**src/rtl/adc_ctrl.sv**
```systemverilog
module adc_ctrl #(
  parameter int RES_W = 10
) (
  input  logic              clk,
  input  logic              rst_n,
  input  logic              bus_wr,
  input  logic              bus_rd,
  input  logic [3:0]        bus_addr,
  input  logic [31:0]       bus_wdata,
  output logic [31:0]       bus_rdata,
  input  logic [5:0]        trig_in,
  output logic              conv_start,
  output logic [2:0]        conv_ch,
  input  logic              conv_done,
  input  logic [RES_W-1:0]  conv_data,
  output logic              irq
);
  localparam int NCH  = 8;
  localparam int NSRC = 6;
  localparam int CH_W = $clog2(NCH);

  logic [2:0]       start_q;
  logic             burst_q, fall_q, busy_q;
  logic [CH_W-1:0]  ch_q, cur_q;
  logic [NCH-1:0]   ien_q, done_q, ovr_q;
  logic [RES_W-1:0] res_q [NCH];
  logic [NSRC-1:0]  sync1_q, sync2_q, prev_q;

  wire wr_ctrl = bus_wr && bus_addr == 4'd0;
  wire wr_ien  = bus_wr && bus_addr == 4'd1;
  wire rd_res  = bus_rd && bus_addr[3];
  wire sw_go   = wr_ctrl && bus_wdata[2:0] == 3'd1 && !bus_wdata[3];

  wire [NSRC-1:0] edges = fall_q ? (prev_q & ~sync2_q) : (sync2_q & ~prev_q);
  logic hw_go;
  always_comb begin
    hw_go = 1'b0;
    for (int i = 0; i < NSRC; i++)
      if (!burst_q && start_q == 3'(i + 2)) hw_go = edges[i];
  end

  wire launch = !busy_q && (sw_go || hw_go);
  wire accept = conv_done && busy_q;
  wire irq_flag = |(done_q & ien_q);

  assign irq     = irq_flag;
  assign conv_ch = cur_q;

  always_ff @(posedge clk or negedge rst_n) begin
    if (!rst_n) begin
      start_q    <= '0;
      burst_q    <= 1'b0;
      fall_q     <= 1'b0;
      ch_q       <= '0;
      ien_q      <= '0;
      busy_q     <= 1'b0;
      cur_q      <= '0;
      conv_start <= 1'b0;
      sync1_q    <= '0;
      sync2_q    <= '0;
      prev_q     <= '0;
      done_q     <= '0;
      ovr_q      <= '0;
      for (int k = 0; k < NCH; k++) res_q[k] <= '0;
    end else begin
      sync1_q    <= trig_in;
      sync2_q    <= sync1_q;
      prev_q     <= sync2_q;
      conv_start <= launch;
      if (wr_ctrl) begin
        start_q <= bus_wdata[2:0];
        burst_q <= bus_wdata[3];
        fall_q  <= bus_wdata[4];
        ch_q    <= bus_wdata[8 +: CH_W];
      end
      if (wr_ien) ien_q <= bus_wdata[NCH-1:0];
      if (launch) begin
        busy_q <= 1'b1;
        cur_q  <= sw_go ? bus_wdata[8 +: CH_W] : ch_q;
      end
      if (accept) busy_q <= 1'b0;
      for (int k = 0; k < NCH; k++) begin
        if (accept && cur_q == CH_W'(k)) begin
          done_q[k] <= 1'b1;
          ovr_q[k]  <= ovr_q[k] | done_q[k];
          res_q[k]  <= conv_data;
        end else if (rd_res && bus_addr[CH_W-1:0] == CH_W'(k)) begin
          done_q[k] <= 1'b0;
          ovr_q[k]  <= 1'b0;
        end
      end
    end
  end

  always_comb begin
    bus_rdata = '0;
    if (bus_addr[3]) begin
      bus_rdata[31]        = done_q[bus_addr[CH_W-1:0]];
      bus_rdata[30]        = ovr_q[bus_addr[CH_W-1:0]];
      bus_rdata[RES_W-1:0] = res_q[bus_addr[CH_W-1:0]];
    end else begin
      case (bus_addr[2:0])
        3'd0: bus_rdata = {21'd0, ch_q, 3'd0, fall_q, burst_q, start_q};
        3'd1: bus_rdata = {24'd0, ien_q};
        3'd2: bus_rdata = {15'd0, irq_flag, ovr_q, done_q};
        default: bus_rdata = '0;
      endcase
    end
  end

  AST_OVR_NEEDS_DONE: assert property (@(posedge clk) disable iff (!rst_n) (ovr_q & ~done_q) == '0);
  AST_DONE_CLEAR_BY_READ: assert property (@(posedge clk) disable iff (!rst_n)
    (|($past(done_q) & ~done_q)) |-> $past(bus_rd && bus_addr[3]));
  AST_IRQ_CAUSE: assert property (@(posedge clk) disable iff (!rst_n)
    $rose(irq) |-> ($past(accept) || $past(wr_ien)));
  AST_START_WHEN_IDLE: assert property (@(posedge clk) disable iff (!rst_n)
    conv_start |-> !$past(busy_q));
  AST_SINGLE_PULSE: assert property (@(posedge clk) disable iff (!rst_n)
    conv_start |=> !conv_start);
endmodule

```
**config.mk**
```make
export PLATFORM = sky130hd
export DESIGN_NAME = adc_ctrl
export DESIGN_NICKNAME = d
export VERILOG_FILES = /design/src/rtl/adc_ctrl.sv
export SDC_FILE = /design/constraint.sdc
export NUM_CORES = 1
export LEC_CHECK = 0
export BUFFER_PORTS_ARGS = -buffer_cell sky130_fd_sc_hd__buf_4
export CAP_MARGIN = 20
export CORE_ASPECT_RATIO = 1.25
export CORE_UTILIZATION = 55
export CTS_BUF_LIST = sky130_fd_sc_hd__clkbuf_8 sky130_fd_sc_hd__clkbuf_16
export CTS_CLUSTER_SIZE = 12
export DETAILED_ROUTE_END_ITERATION = 10
export PLACE_DENSITY = 0.77
export SLEW_MARGIN = 15
export SYNTH_ARGS = -nofsm -noshare
export SYNTH_HDL_FRONTEND = slang
export SYNTH_SLANG_ARGS = --single-unit
```
**constraint.sdc**
```tcl
create_clock -name clk -period 2.6 [get_ports clk]
set_clock_uncertainty 0.2 [all_clocks]
set_input_delay 0.52 -clock clk [delete_from_list [all_inputs] [get_ports clk]]
set_output_delay 0.52 -clock clk [all_outputs]
set_load 0.005 [all_outputs]
```
**Word level (Yosys, flattened, before mapping)**

Cells that the tools add are included.

- Bits in registers: 135
- Input port bits: 57

- Muxes and demuxes: 45
- Order comparisons: 2
- Bitwise operators: 14
- Reduce and logical (&&, ||, !) cells: 46
- Eq/ne operators: 22

Operator list:

| operator | number |
|---|---|
| 17-bit one-hot mux with 3 select lines | 1 |
| 3-bit == test, second input constant | 12 |
| 1-bit 2-to-1 mux | 34 |
| 10-bit binary-select mux with 3-bit select | 1 |
| 10-bit 2-to-1 mux | 3 |
| 1-bit logical AND | 29 |
| 20-bit 2-to-1 mux | 1 |
| 3-bit by 2-bit == test with 1-bit output, second input constant | 6 |
| 2-bit nonzero test | 9 |
| 6-bit bitwise AND | 2 |
| 6-bit inverter | 2 |
| 3-bit by 1-bit == test with 1-bit output, second input constant | 3 |
| 8-bit bitwise AND | 1 |
| 1-bit OR | 8 |
| 8-bit OR reduction | 1 |
| 1-bit binary-select mux with 3-bit select | 2 |
| 3-bit zero test | 2 |
| 6-bit 2-to-1 mux | 1 |
| 4-bit by 1-bit == test with 1-bit output, second input constant | 1 |
| 4-bit greater-or-equal comparator, second input constant | 1 |
| 4-bit zero test | 1 |
| 3-bit by 4-bit less-than comparator with 1-bit output, second input constant | 1 |
| 3-bit inverter with 4-bit output | 1 |
| 1-bit zero test | 3 |
| other kinds (3) | 3 |

**Depth between registers and ports, before layout**

- Word-level depth: 13
- Mapped depth: 7
- Depth with buffers taken out: 5

**Worst setup path after synthesis**

Ideal clock, no wire load.

- Path type: input port to output port
- Start: input bus_addr[0]
- End: output bus_rdata[3]
- Required time: 1880 ps
- Arrival: 1649 ps
- Setup slack: 231 ps
- Path buffers: 2
- Stages on the path: 5
- Path through: buf_2 buf_2 mux4_2 mux2i_1 o21ai_1

- Cells in the longest elaborated chain, start to end: 5

RTL lines:

| item | RTL line | source |
|---|---|---|
| start: declaration | 8 | `input logic [3:0] bus_addr,` |
| 3-bit inverter with 4-bit output (implied by the code) | 100 | `bus_rdata[RES_W-1:0] = res_q[bus_addr[CH_W-1:0]];` |
| 10-bit binary-select mux with 3-bit select | 100 |  |
| 10-bit 2-to-1 mux (implied by the code) (2 in a row) | 100 |  |
| 10-bit 2-to-1 mux * | 97 | `if (bus_addr[3]) begin` |
| end: declaration | 10 | `output logic [31:0] bus_rdata,` |

Mark *: on every way between the ends. The rest lies on a longest branch, timed or not. The select of a mux whose other input is x is not followed.

**Worst setup path in the final report**

- Start: register done_q[6]
- End: output bus_rdata[31]

- Cells in the longest elaborated chain, start to end: 3

RTL lines:

| item | RTL line | source |
|---|---|---|
| start: declaration | 25 | `logic [NCH-1:0] ien_q, done_q, ovr_q;` |
| start signal: assignment | 62 | `done_q <= '0;` |
| start signal: indexed assignment | 84 | `done_q[k] <= 1'b1;` |
| start signal: indexed assignment | 88 | `done_q[k] <= 1'b0;` |
| 1-bit binary-select mux with 3-bit select | 98 | `bus_rdata[31] = done_q[bus_addr[CH_W-1:0]];` |
| 1-bit 2-to-1 mux (implied by the code) | 98 |  |
| 2-bit 2-to-1 mux | 97 |  |

No other way between the ends. The select of a mux whose other input is x is not followed.

==> flow_summary.json <==
{
  "synth-main-ff-cell": "dfrtp_1",
  "synth.distinct_cells": 42,
  "cp_slowest_cell": "mux4_2",
  "cp-end-kind": "output pin",
  "synth_edf_count": 0,
  "max_stage_delay_ps": 470,
  "fin_cells": 726,
  "whs_ps": 16.66,
  "vdd_drop_max_v": 0.0005229,
  "fin_setup_tns_ps": 0,
  "final_common_cell": "dfrtp_1",
  "antenna_found_initial": 0,
  "grt_pass1_vias": 4576,
  "leakage_nw": 3.796,
  "grt_max_degree": 46,
  "powerDensity_nw_per_um2": 941.8,
  "start_kind": "flip-flop",
  "finalPower_mw": 7.327,
  "synth_seq_cells": 135,
  "rrSetupSlack_ps": 410,
  "cts_buffer_depth": 2,
  "finalInstanceArea_um2": 7780,
  "fillCellCount": 762,
  "fp.dieH_um": 122.4,
  "drive_above_1_share": 0.2555,
  "fp-row-count": 43,
  "hold_depth": 1,
  "post-place-ws_ps": -130.9,
  "worst_r2r_path_depth": 3,
  "path_clk_slew_ps": 60,
  "grt_usage": 0.2706,
  "clkPwrFrac": 0.348,
  "synth_area_um2": 6379,
  "final_cell_mix": "dfrtp_1, mux2_1, buf_4, nand2_1, mux4_2",
  "rsz0062_at_grt": "false",
  "placed_cell_area_um2": 7079,
  "clock-sinks": 135,
  "synth_seq_area_share": 0.5296,
  "critPathMaxFanout": 5,
  "fmax_mhz": 404.9,
  "slew_viol_final": 0,
  "synth_top_cell_area_share": 0.5296,
  "startpoint": "done_q[6]$_DFFE_PN0P_",
  "remaining_drc_errors": 4,
  "failed_checks": "design-rule violations",
  "grt_overflow": 0,
  "critical_path_class": "reg2out",
  "worstHoldStart": "trig_in[5]",
  "totalWireLength_mm": 14.75,
  "grt_pass1_wl_mm": 24.27,
  "syn_to_final_growth_pct": 21.97,
  "min_period_ps": 2470,
  "yosys-top-cells-area": "dfrtp_1, mux2_1, mux4_2, nand2_1, mux2i_1",
  "start_util": 0.5700,
  "setup_viol": 0,
  "p_comb_frac": 0.209,
  "dieArea_um2": 12030,
  "min_path_type": "in2reg",
  "status": "complete, but fails checks",
  "antenna_left": 0,
  "dp.cells": 689,
  "die_w_um": 98.32,
  "tightestPinTransition_ps": 658.9,
  "critical_path.top_delay_family": "multiplexers",
  "yosysWarnings": 0,
  "coreArea_um2": 11190,
  "slew_headroom": 0.5607,
  "drtIter0Drc": 413,
  "postSynth.asyncResetShare": 1.000,
  "wl_per_cell_um": 20.32,
  "reg2reg_to": "res_q[65]$_DFFE_PN0P_",
  "arrival_ps": 1750,
  "h-tree-depth": 4,
  "cts_buffers": 17,
  "nets": 635,
  "fin_ws_ps": 130.0,
  "via_count": 4410,
  "crit_chain": "mux4_2 -> a21oi_1 -> nor2b_1 -> buf_4",
  "period_share": 0.9500,
  "path_depth": 4,
  "cp.required_ps": 1880,
  "diodes": 0,
  "netSwitchingFraction": 0.2772,
  "clock_latency_ps": 410,
  "finalHoldViolCount": 0,
  "dr.pass1.iters": 10,
  "maxCapViolations": 0,
  "cts_tree": "done",
  "place.gp.congestion": 0.8413,
  "dp.final_hpwl_mm": 9.674,
  "path_buf_inv": 1,
  "seq_power_share": 0.442,
  "vias_per_cell": 6.074,
  "cts-root-buf": "clkbuf_16",
  "hold_end": "sync1_q[5]$_DFF_PN0_",
  "netSwitchingPower_mw": 2.031,
  "synth_top_area_cell": "dfrtp_1",
  "io_pins": 94,
  "p_int_mw": 5.296,
  "post-route-util": 0.6952,
  "reg2reg_from": "busy_q$_DFFE_PN0P_",
  "synth_cells": 500,
  "synth_area_per_cell_um2": 12.76,
  "io_buffers": 59
}
==> cell type report <==
class | instances | area [um2] | area share
Tap cell | 135 | 168.9 | 0.02171
Timing Repair Buffer | 88 | 773.2 | 0.09939
Clock inverter | 14 | 198.9 | 0.02557
Multi-Input combinational cell | 336 | 2821 | 0.3627
Sequential cell | 135 | 3378 | 0.4342
Clock buffer | 18 | 439.2 | 0.05645
==> what timing repair did <==
action,4_1_cts,5_1_grt
hold buffers,5,0
resized for setup,1,3
endpoints found under the hold margin,46,0
buffers inserted,0,0
endpoints found under the setup margin,12,6
==> registers in the layout, summed over array words and instances (netlist names), 6 cells and up <==
signal and cells:
sync1_q 6, prev_q 6, ovr_q 8, done_q 8, ien_q 8, sync2_q 6, res_q 80
==> kinds of logic after synthesis <==
family          count (synthesis)  share of synthesized area
mux                           127                     0.2672
flops                         135                     0.5296
compound gates                 58                    0.06081
buf+inv                        41                    0.03511
other cells                     1                  0.0005879
simple gates                  138                     0.1067
==> Yosys cell counts, types with 2 or more instances <==
cell       instances
a2111oi_0          3
a211oi_1           2
a21o_1             7
a21oi_1           13
a22oi_1            6
and2b_1            4
and3_1             7
buf_2             14
buf_4             14
clkbuf_1          12
dfrtp_1          135
mux2_1            83
mux2_2             3
mux2i_1           15
mux4_2            26
nand2_1           55
nand2b_1           2
nand3_1           14
nand3b_1           3
nor2_1            21
nor2b_1           17
nor3_1             3
o21ai_0            3
o21ai_1           17
o41ai_2            3
or3_1              2
==> power groups by stage <==
stage          Sequential, mW  Clock [mW]  Combinational (mW)
2_1_floorplan            3.08           0                1.08
3_3_place_gp             3.19           0                1.44
6_report                 3.24        2.55                1.53
5_1_grt                  3.34        2.67                1.68
3_5_place_dp             3.26           0                1.52
4_1_cts                  3.23        2.58                1.55
==> routing by layer <==
metal | vias to the layer above | routed length, um | GRT usage | share of wire
li1 | 1950 | - | - | -
met3 | 44 | 929 | 0.05979 | 0.063
met5 | - | 0 | 0 | 0
met1 | 2223 | 6083 | 0.3489 | 0.41
met4 | 0 | 459 | 0.1213 | 0.031
met2 | 193 | 7279 | 0.4441 | 0.49
==> how the worst max path moves through the flow <==
stage	endpoint	slack, ps
4_1_cts	bus_rdata[2]	4
2_1_floorplan	bus_rdata[3]	230
5_1_grt	bus_rdata[2]	50
6_report	bus_rdata[31]	130
3_3_place_gp	bus_rdata[31]	-100
3_5_place_dp	bus_rdata[2]	-130
Note: power is estimated with default switching activity, not from simulation.
